### config.mk
export PLATFORM = sky130hd
export DESIGN_NAME = lsu_split_load
export DESIGN_NICKNAME = d
export VERILOG_FILES = /design/src/rtl/lsu_split_pkg.sv /design/src/rtl/split_plan.sv /design/src/rtl/lane_gather.sv /design/src/rtl/split_seq.sv /design/src/rtl/lsu_split_load.sv
export SDC_FILE = /design/constraint.sdc
export NUM_CORES = 1
export LEC_CHECK = 0
export ABC_CLOCK_PERIOD_IN_PS = 5600
export CAP_MARGIN = 20
export CORE_MARGIN = 4
export CORE_UTILIZATION = 27
export DETAILED_ROUTE_END_ITERATION = 6
export MAX_ROUTING_LAYER = met4
export SYNTH_ARGS = -nofsm -noshare
export SYNTH_HDL_FRONTEND = slang
export SYNTH_HIERARCHICAL = 1
export SYNTH_SLANG_ARGS = --single-unit
### constraint.sdc
create_clock -name clk -period 5.6 [get_ports clk]
set_clock_uncertainty 0.15 [all_clocks]
set_input_delay 1.12 -clock clk [delete_from_list [all_inputs] [get_ports clk]]
set_output_delay 1.12 -clock clk [all_outputs]
set_load 0.05 [all_outputs]
### src/rtl/lsu_split_pkg.sv
package lsu_split_pkg;

  typedef enum logic [1:0] {
    SZ_BYTE = 2'b00,
    SZ_HALF = 2'b01,
    SZ_WORD = 2'b10
  } acc_size_e;

  typedef enum logic [1:0] {
    ST_IDLE = 2'b00,
    ST_LO   = 2'b01,
    ST_HI   = 2'b10
  } seq_state_e;

endpackage

### src/rtl/split_plan.sv
module split_plan
  import lsu_split_pkg::*;
#(
  parameter int LANES = 4
) (
  input  logic [$clog2(LANES)-1:0] off_i,
  input  logic [1:0]               size_i,
  input  logic                     strict_i,
  output logic [LANES-1:0]         lanes_lo_o,
  output logic [LANES-1:0]         lanes_hi_o,
  output logic [$clog2(LANES):0]   nbytes_o,
  output logic                     split_o,
  output logic                     fault_o
);

  localparam int OFF_W = $clog2(LANES);

  logic [OFF_W:0] end_pos;

  always_comb begin
    case (size_i)
      SZ_BYTE: nbytes_o = (OFF_W+1)'(1);
      SZ_HALF: nbytes_o = (OFF_W+1)'(2);
      default: nbytes_o = (OFF_W+1)'(LANES);
    endcase
  end

  assign end_pos  = {1'b0, off_i} + nbytes_o;
  assign split_o  = (end_pos > (OFF_W+1)'(LANES));
  assign fault_o  = strict_i & split_o;

  for (genvar j = 0; j < LANES; j++) begin : g_lane
    localparam logic [OFF_W:0] JV  = (OFF_W+1)'(j);
    localparam logic [OFF_W:0] JHI = (OFF_W+1)'(j + LANES);
    logic in_lo;
    logic in_hi;
    always_comb begin
      in_lo = (JV >= {1'b0, off_i}) && ((JV - {1'b0, off_i}) < nbytes_o);
      in_hi = ((JHI - {1'b0, off_i}) < nbytes_o);
    end
    assign lanes_lo_o[j] = in_lo;
    assign lanes_hi_o[j] = in_hi;
  end

endmodule

### src/rtl/lane_gather.sv
module lane_gather #(
  parameter int LANES  = 4,
  parameter int BYTE_W = 8
) (
  input  logic                          clk,
  input  logic                          rst_n,
  input  logic                          clr_i,
  input  logic                          cap_i,
  input  logic                          phase_i,
  input  logic [$clog2(LANES)-1:0]      off_i,
  input  logic [$clog2(LANES):0]        nbytes_i,
  input  logic [LANES*BYTE_W-1:0]       rdata_i,
  output logic [LANES*BYTE_W-1:0]       result_o
);

  localparam int OFF_W = $clog2(LANES);

  for (genvar k = 0; k < LANES; k++) begin : g_byte
    localparam logic [OFF_W:0] KV = (OFF_W+1)'(k);
    logic [OFF_W:0]    src;
    logic              take;
    logic [BYTE_W-1:0] byte_d;
    logic [BYTE_W-1:0] byte_q;

    always_comb begin
      src    = {1'b0, off_i} + KV;
      take   = cap_i && (src[OFF_W] == phase_i) && (KV < nbytes_i);
      byte_d = byte_q;
      if (clr_i) begin
        byte_d = '0;
      end else if (take) begin
        byte_d = rdata_i[src[OFF_W-1:0]*BYTE_W +: BYTE_W];
      end
    end

    always_ff @(posedge clk or negedge rst_n) begin
      if (!rst_n) begin
        byte_q <= '0;
      end else if (clr_i || take) begin
        byte_q <= byte_d;
      end
    end

    assign result_o[k*BYTE_W +: BYTE_W] = byte_q;
  end

endmodule

### src/rtl/split_seq.sv
module split_seq
  import lsu_split_pkg::*;
(
  input  logic clk,
  input  logic rst_n,
  input  logic req_valid_i,
  input  logic plan_split_i,
  input  logic plan_fault_i,
  input  logic bus_ready_i,
  output logic accept_o,
  output logic bus_valid_o,
  output logic phase_o,
  output logic cap_o,
  output logic done_o,
  output logic fault_o
);

  seq_state_e state_q, state_d;
  logic       done_d, fault_d;

  always_comb begin
    state_d  = state_q;
    accept_o = 1'b0;
    done_d   = 1'b0;
    fault_d  = 1'b0;
    case (state_q)
      ST_IDLE: begin
        if (req_valid_i) begin
          if (plan_fault_i) begin
            fault_d = 1'b1;
          end else begin
            accept_o = 1'b1;
            state_d  = ST_LO;
          end
        end
      end
      ST_LO: begin
        if (bus_ready_i) begin
          if (plan_split_i) begin
            state_d = ST_HI;
          end else begin
            state_d = ST_IDLE;
            done_d  = 1'b1;
          end
        end
      end
      ST_HI: begin
        if (bus_ready_i) begin
          state_d = ST_IDLE;
          done_d  = 1'b1;
        end
      end
      default: state_d = ST_IDLE;
    endcase
  end

  always_ff @(posedge clk or negedge rst_n) begin
    if (!rst_n) begin
      state_q <= ST_IDLE;
      done_o  <= 1'b0;
      fault_o <= 1'b0;
    end else begin
      state_q <= state_d;
      done_o  <= done_d;
      fault_o <= fault_d;
    end
  end

  assign bus_valid_o = (state_q != ST_IDLE);
  assign phase_o     = (state_q == ST_HI);
  assign cap_o       = bus_valid_o & bus_ready_i;

  AST_FAULT_ONE_CYCLE: assert property (@(posedge clk) disable iff (!rst_n)
    fault_o |=> !fault_o);
  AST_FAULT_NO_BUS: assert property (@(posedge clk) disable iff (!rst_n)
    fault_o |-> !bus_valid_o && !done_o);
  AST_STALL_KEEPS_PHASE: assert property (@(posedge clk) disable iff (!rst_n)
    (bus_valid_o && !bus_ready_i) |=> bus_valid_o && $stable(phase_o));
  AST_DONE_AFTER_HANDSHAKE: assert property (@(posedge clk) disable iff (!rst_n)
    done_o |-> $past(bus_valid_o && bus_ready_i));

endmodule

### src/rtl/lsu_split_load.sv
module lsu_split_load
  import lsu_split_pkg::*;
#(
  parameter int ADDR_W = 32,
  parameter int LANES  = 4,
  parameter int BYTE_W = 8
) (
  input  logic                       clk,
  input  logic                       rst_n,
  input  logic                       strict_i,
  input  logic                       req_valid_i,
  input  logic [ADDR_W-1:0]          req_addr_i,
  input  logic [1:0]                 req_size_i,
  output logic                       done_o,
  output logic                       fault_o,
  output logic [LANES*BYTE_W-1:0]    result_o,
  output logic                       bus_valid_o,
  input  logic                       bus_ready_i,
  output logic [ADDR_W-$clog2(LANES)-1:0] bus_waddr_o,
  output logic [LANES-1:0]           bus_lanes_o,
  input  logic [LANES*BYTE_W-1:0]    bus_rdata_i
);

  localparam int OFF_W   = $clog2(LANES);
  localparam int WADDR_W = ADDR_W - OFF_W;

  logic [ADDR_W-1:0] addr_q, addr_d;
  logic [1:0]        size_q, size_d;
  logic [OFF_W-1:0]  plan_off;
  logic [1:0]        plan_size;
  logic [LANES-1:0]  lanes_lo, lanes_hi;
  logic [OFF_W:0]    nbytes;
  logic              plan_split, plan_fault;
  logic              accept, phase, cap;

  always_comb begin
    plan_off  = bus_valid_o ? addr_q[OFF_W-1:0] : req_addr_i[OFF_W-1:0];
    plan_size = bus_valid_o ? size_q : req_size_i;
    addr_d    = accept ? req_addr_i : addr_q;
    size_d    = accept ? req_size_i : size_q;
  end

  always_ff @(posedge clk or negedge rst_n) begin
    if (!rst_n) begin
      addr_q <= '0;
      size_q <= SZ_BYTE;
    end else if (accept) begin
      addr_q <= addr_d;
      size_q <= size_d;
    end
  end

  split_plan #(.LANES(LANES)) u_plan (
    .off_i      (plan_off),
    .size_i     (plan_size),
    .strict_i   (strict_i),
    .lanes_lo_o (lanes_lo),
    .lanes_hi_o (lanes_hi),
    .nbytes_o   (nbytes),
    .split_o    (plan_split),
    .fault_o    (plan_fault)
  );

  split_seq u_seq (
    .clk          (clk),
    .rst_n        (rst_n),
    .req_valid_i  (req_valid_i),
    .plan_split_i (plan_split),
    .plan_fault_i (plan_fault),
    .bus_ready_i  (bus_ready_i),
    .accept_o     (accept),
    .bus_valid_o  (bus_valid_o),
    .phase_o      (phase),
    .cap_o        (cap),
    .done_o       (done_o),
    .fault_o      (fault_o)
  );

  lane_gather #(.LANES(LANES), .BYTE_W(BYTE_W)) u_gather (
    .clk      (clk),
    .rst_n    (rst_n),
    .clr_i    (accept),
    .cap_i    (cap),
    .phase_i  (phase),
    .off_i    (addr_q[OFF_W-1:0]),
    .nbytes_i (nbytes),
    .rdata_i  (bus_rdata_i),
    .result_o (result_o)
  );

  assign bus_waddr_o = addr_q[ADDR_W-1:OFF_W] + WADDR_W'(phase);
  assign bus_lanes_o = !bus_valid_o ? '0 : (phase ? lanes_hi : lanes_lo);

  AST_IDLE_NO_LANES: assert property (@(posedge clk) disable iff (!rst_n)
    !bus_valid_o |-> (bus_lanes_o == '0));
  AST_BUSY_HAS_LANES: assert property (@(posedge clk) disable iff (!rst_n)
    bus_valid_o |-> (bus_lanes_o != '0));
  AST_STALL_HOLDS_BUS: assert property (@(posedge clk) disable iff (!rst_n)
    (bus_valid_o && !bus_ready_i) |=> $stable(bus_waddr_o) && $stable(bus_lanes_o));
  AST_HI_NEXT_WORD: assert property (@(posedge clk) disable iff (!rst_n)
    (bus_valid_o && $past(bus_valid_o) && $past(bus_ready_i) && (bus_lanes_o != $past(bus_lanes_o) || bus_waddr_o != $past(bus_waddr_o)))
      |-> (bus_waddr_o == $past(bus_waddr_o) + WADDR_W'(1)));

endmodule

==> flow_summary.ini, run 1 <==
[finish]
fillers = 1745
n_antenna_cell = 0
final_nets = 621
areaGrowthSynthToFinish_pct = 35.94
drive_gt1_share_pct = 19.92
fin_area_um2 = 6720

[synthesis]
yosys-top-cells-area = dfrtp_1 (35%), mux2_2 (9.1%), mux4_2 (8.7%)
yosysMostFrequentCell = dfrtp_1
async_flop_share_pct = 100.0
syn_inst = 404
ys.flop_type = dfrtp_1
ys_types = 57
ys.warnings.count = 6
ys_ff_latch = 70
syn-mean-instance-area_um2 = 12.24
yosys-top-cells-count = dfrtp_1 (70), mux2_2 (40), inv_1 (27), xnor2_1 (24), ha_1 (23)
yosysTopAreaCellShare_pct = 35.43
ys_seq_area_share_pct = 35.43
synth-edff-count = 0
synth_area_leader_cell = dfrtp_1
syn_nets = 498
syn_area_um2 = 4943

[floorplan]
core-area_um2 = 17960
die_x_um = 143.3
die_area_um2 = 20540
rows = 49
start_util_pct = 27.52
io_pins = 140
fp.dieH_um = 143.3

[sta]
finalSetupViolations = 0
min_period_over_period_pct = 89.65
setup_slack_ps = 579.6
max_freq_mhz = 199.2
whs_ps = 345.2
timing.final.max_slew_violations = 0
period_minus_slack_ps = 5020
maxSlewHeadroom_pct = 38.98
hold_viol = 0
worstMarginPinSlew_ps = 915.3
finalSetupTns_ps = 0
rsz0062_at_grt = no

[critical_path]
slowest_delay_ps = 420
endpoint_kind = output port
worstPathCellList = clkdlybuf4s50_1, mux2_2, nor2b_2, inv_1, ha_1, nor2b_1, or4_1, o31ai_1, mux2i_1, nor2b_1, buf_12
critPathRequiredTime_ps = 4330
reg2reg_to = addr_q[30]
r2r_cells = 14
arrival_ps = 3750
cp_max_fo = 15
slowest_stage = clkdlybuf4s50_1
path_class = in2out
ff2ff_setup_slack_ps = 1090
r2r-start = u_seq/state_q[0]
start_kind = input pin
crit_top_cell = nor2b_1

[power]
p_total_mw = 4.501
seq_power_share_pct = 20.7
irDropWorstVdd_mv = 0.3804
powerDensity_nw_per_um2 = 669.8
switching_share_pct = 48.21
intPower_mw = 2.331
pwr-share-comb_pct = 66.4
p_switching_mw = 2.170
cellLeakagePower_nw = 2.773
clkPwrFrac_pct = 12.9

[clocking]
cts_resized = 0
cts_setup_buffers = 0
clkLatencyLatePin_ps = 330
hold_buffers = 0
clockBufferDepth = 2
cts_tree = yes
clockRootBuffer = clkbuf_16
path_clk_slew_ps = 60
cts_sinks = 70
h-tree-depth = 3
cts_made_buffers = 9

[routing]
route.detailed.drc = 0
drt_wl_total_mm = 13.78
postRouteAntennaNets = 0
drtPass1Iterations = 6
route.vias.total = 3733
drt_iter0_drc = 97
routedWlPerCell_um = 18.11
via_per_inst = 4.905

[place]
port_buffers = 139
hpwl_mm = 10.40
placed_cell_area_um2 = 6419
dpl_worst_slack_ps = 517.5
gp_congestion = 0.8474

[global_route]
grt_first_pass_wirelength_mm = 21.78
grt_pass1_vias = 3987
antenna_found_initial = 0
grt-ovfl-total = 0
grt_max_degree = 71
grtUsageTotal_pct = 13.98

[worst_hold_path]
hold_end = u_gather/g_byte[1].byte_q[4]
hold_depth = 1
min_from = u_gather/g_byte[1].byte_q[4]
hold_class = reg2reg

[job]
drv_cap = 0

[run_status]
run_status = finished, final reports clean
[layout by cell type (no fill, tap or decap), types with 5 or more instances in the layout]
cell type / count
a21oi_1: 8
a22o_1: 17
and3_1: 6
and4_1: 5
buf_4: 9
clkbuf_16: 9
clkdlybuf4s50_1: 134
dfrtp_1: 69
ha_1: 23
inv_1: 27
mux2_2: 40
mux2i_1: 11
mux4_1: 10
mux4_2: 19
nand2_1: 11
nand3_1: 11
nand4_1: 12
nor2_1: 7
nor2b_1: 6
o2bb2ai_1: 8
o31ai_1: 6
xnor2_1: 24
xor2_1: 7
[state kept, by name, summed over array words and instances, names as in the netlist]
| signal | flops |
|---|---|
| addr_q | 32 |
| size_q | 2 |
| u_gather/g_byte.byte_q | 32 |
| u_seq/fault_o | 1 |
| u_seq/state_q | 2 |
| u_seq/done_o | 1 |
[power by group through the flow]
stage / Combinational (mW) / Clock [mW] / Sequential, mW
after global routing: 3.19 / 0.625 / 0.971
after global placement: 2.98 / 0 / 0.933
after floorplan: 2.02 / 0 / 1.21
after CTS: 3.03 / 0.601 / 0.934
final: 2.99 / 0.579 / 0.933
after detailed placement: 3.02 / 0 / 0.937
[metal layers]
metal | track usage [%] | wire [um] | vias to the layer above | part of all wire (%)
met2 | 21.22 | 6344 | 138 | 46
met5 | - | 0 | - | 0
met4 | 3.617 | 224 | 0 | 1.6
met3 | 4.326 | 1035 | 20 | 7.5
li1 | - | - | 1755 | -
met1 | 18.27 | 6180 | 1820 | 45
[how the worst max path moves through the flow]
| stage | startpoint | endpoint | depth (start not counted) |
|---|---|---|---|
| floorplan | u_seq/state_q[0] | bus_lanes_o[2] | 15 |
| CTS | req_size_i[1] | bus_lanes_o[2] | 11 |
| finish | req_size_i[1] | bus_lanes_o[2] | 11 |
| detailed placement | req_size_i[1] | addr_q[30] | 12 |
| global placement | req_size_i[1] | bus_lanes_o[2] | 11 |
| global route | req_size_i[1] | bus_lanes_o[2] | 11 |
[area by class of cell]
type	count	area (um2)	area share (%)
Multi-Input combinational cell	274	2845	42.34
Clock inverter	4	45.04	0.6703
Clock buffer	12	256.5	3.817
Timing Repair Buffer	144	1429	21.26
Tap cell	229	286.5	4.264
Inverter	28	105.1	1.564
Sequential cell	70	1753	26.08
[metrics by stage]
stage	cells	utilization, %
after floorplan	404	-
after global placement	745	35.73
after detailed placement	745	35.73
after CTS	761	37.41
after global routing	761	37.41
final	761	37.41
[critical path, delay by kind of cell]
family	cells	cell delay (ps)
fa+ha+maj	1	290
compound gates	1	80
buf+inv	3	700
simple gates	4	1050
mux	2	510
[cells by family after synthesis]
group,count (synthesis),share of synthesized area (%)
xor gates and xnor gates,32,6.049
adders and majority gates,25,6.226
and+or+nand+nor,77,9.871
buffers and inverters,60,7.162
DFF,70,35.43
muxes,80,25.31
AOI/OAI and AO/OA,60,9.947
Power figures use the tool's default switching activity.
==> run 2: changes to the inputs <==
Settings changed: CAP_MARGIN 20 to unset.
==> results of run 2 <==
No change in the layout: final DEF, timing and power equal those of run 1.
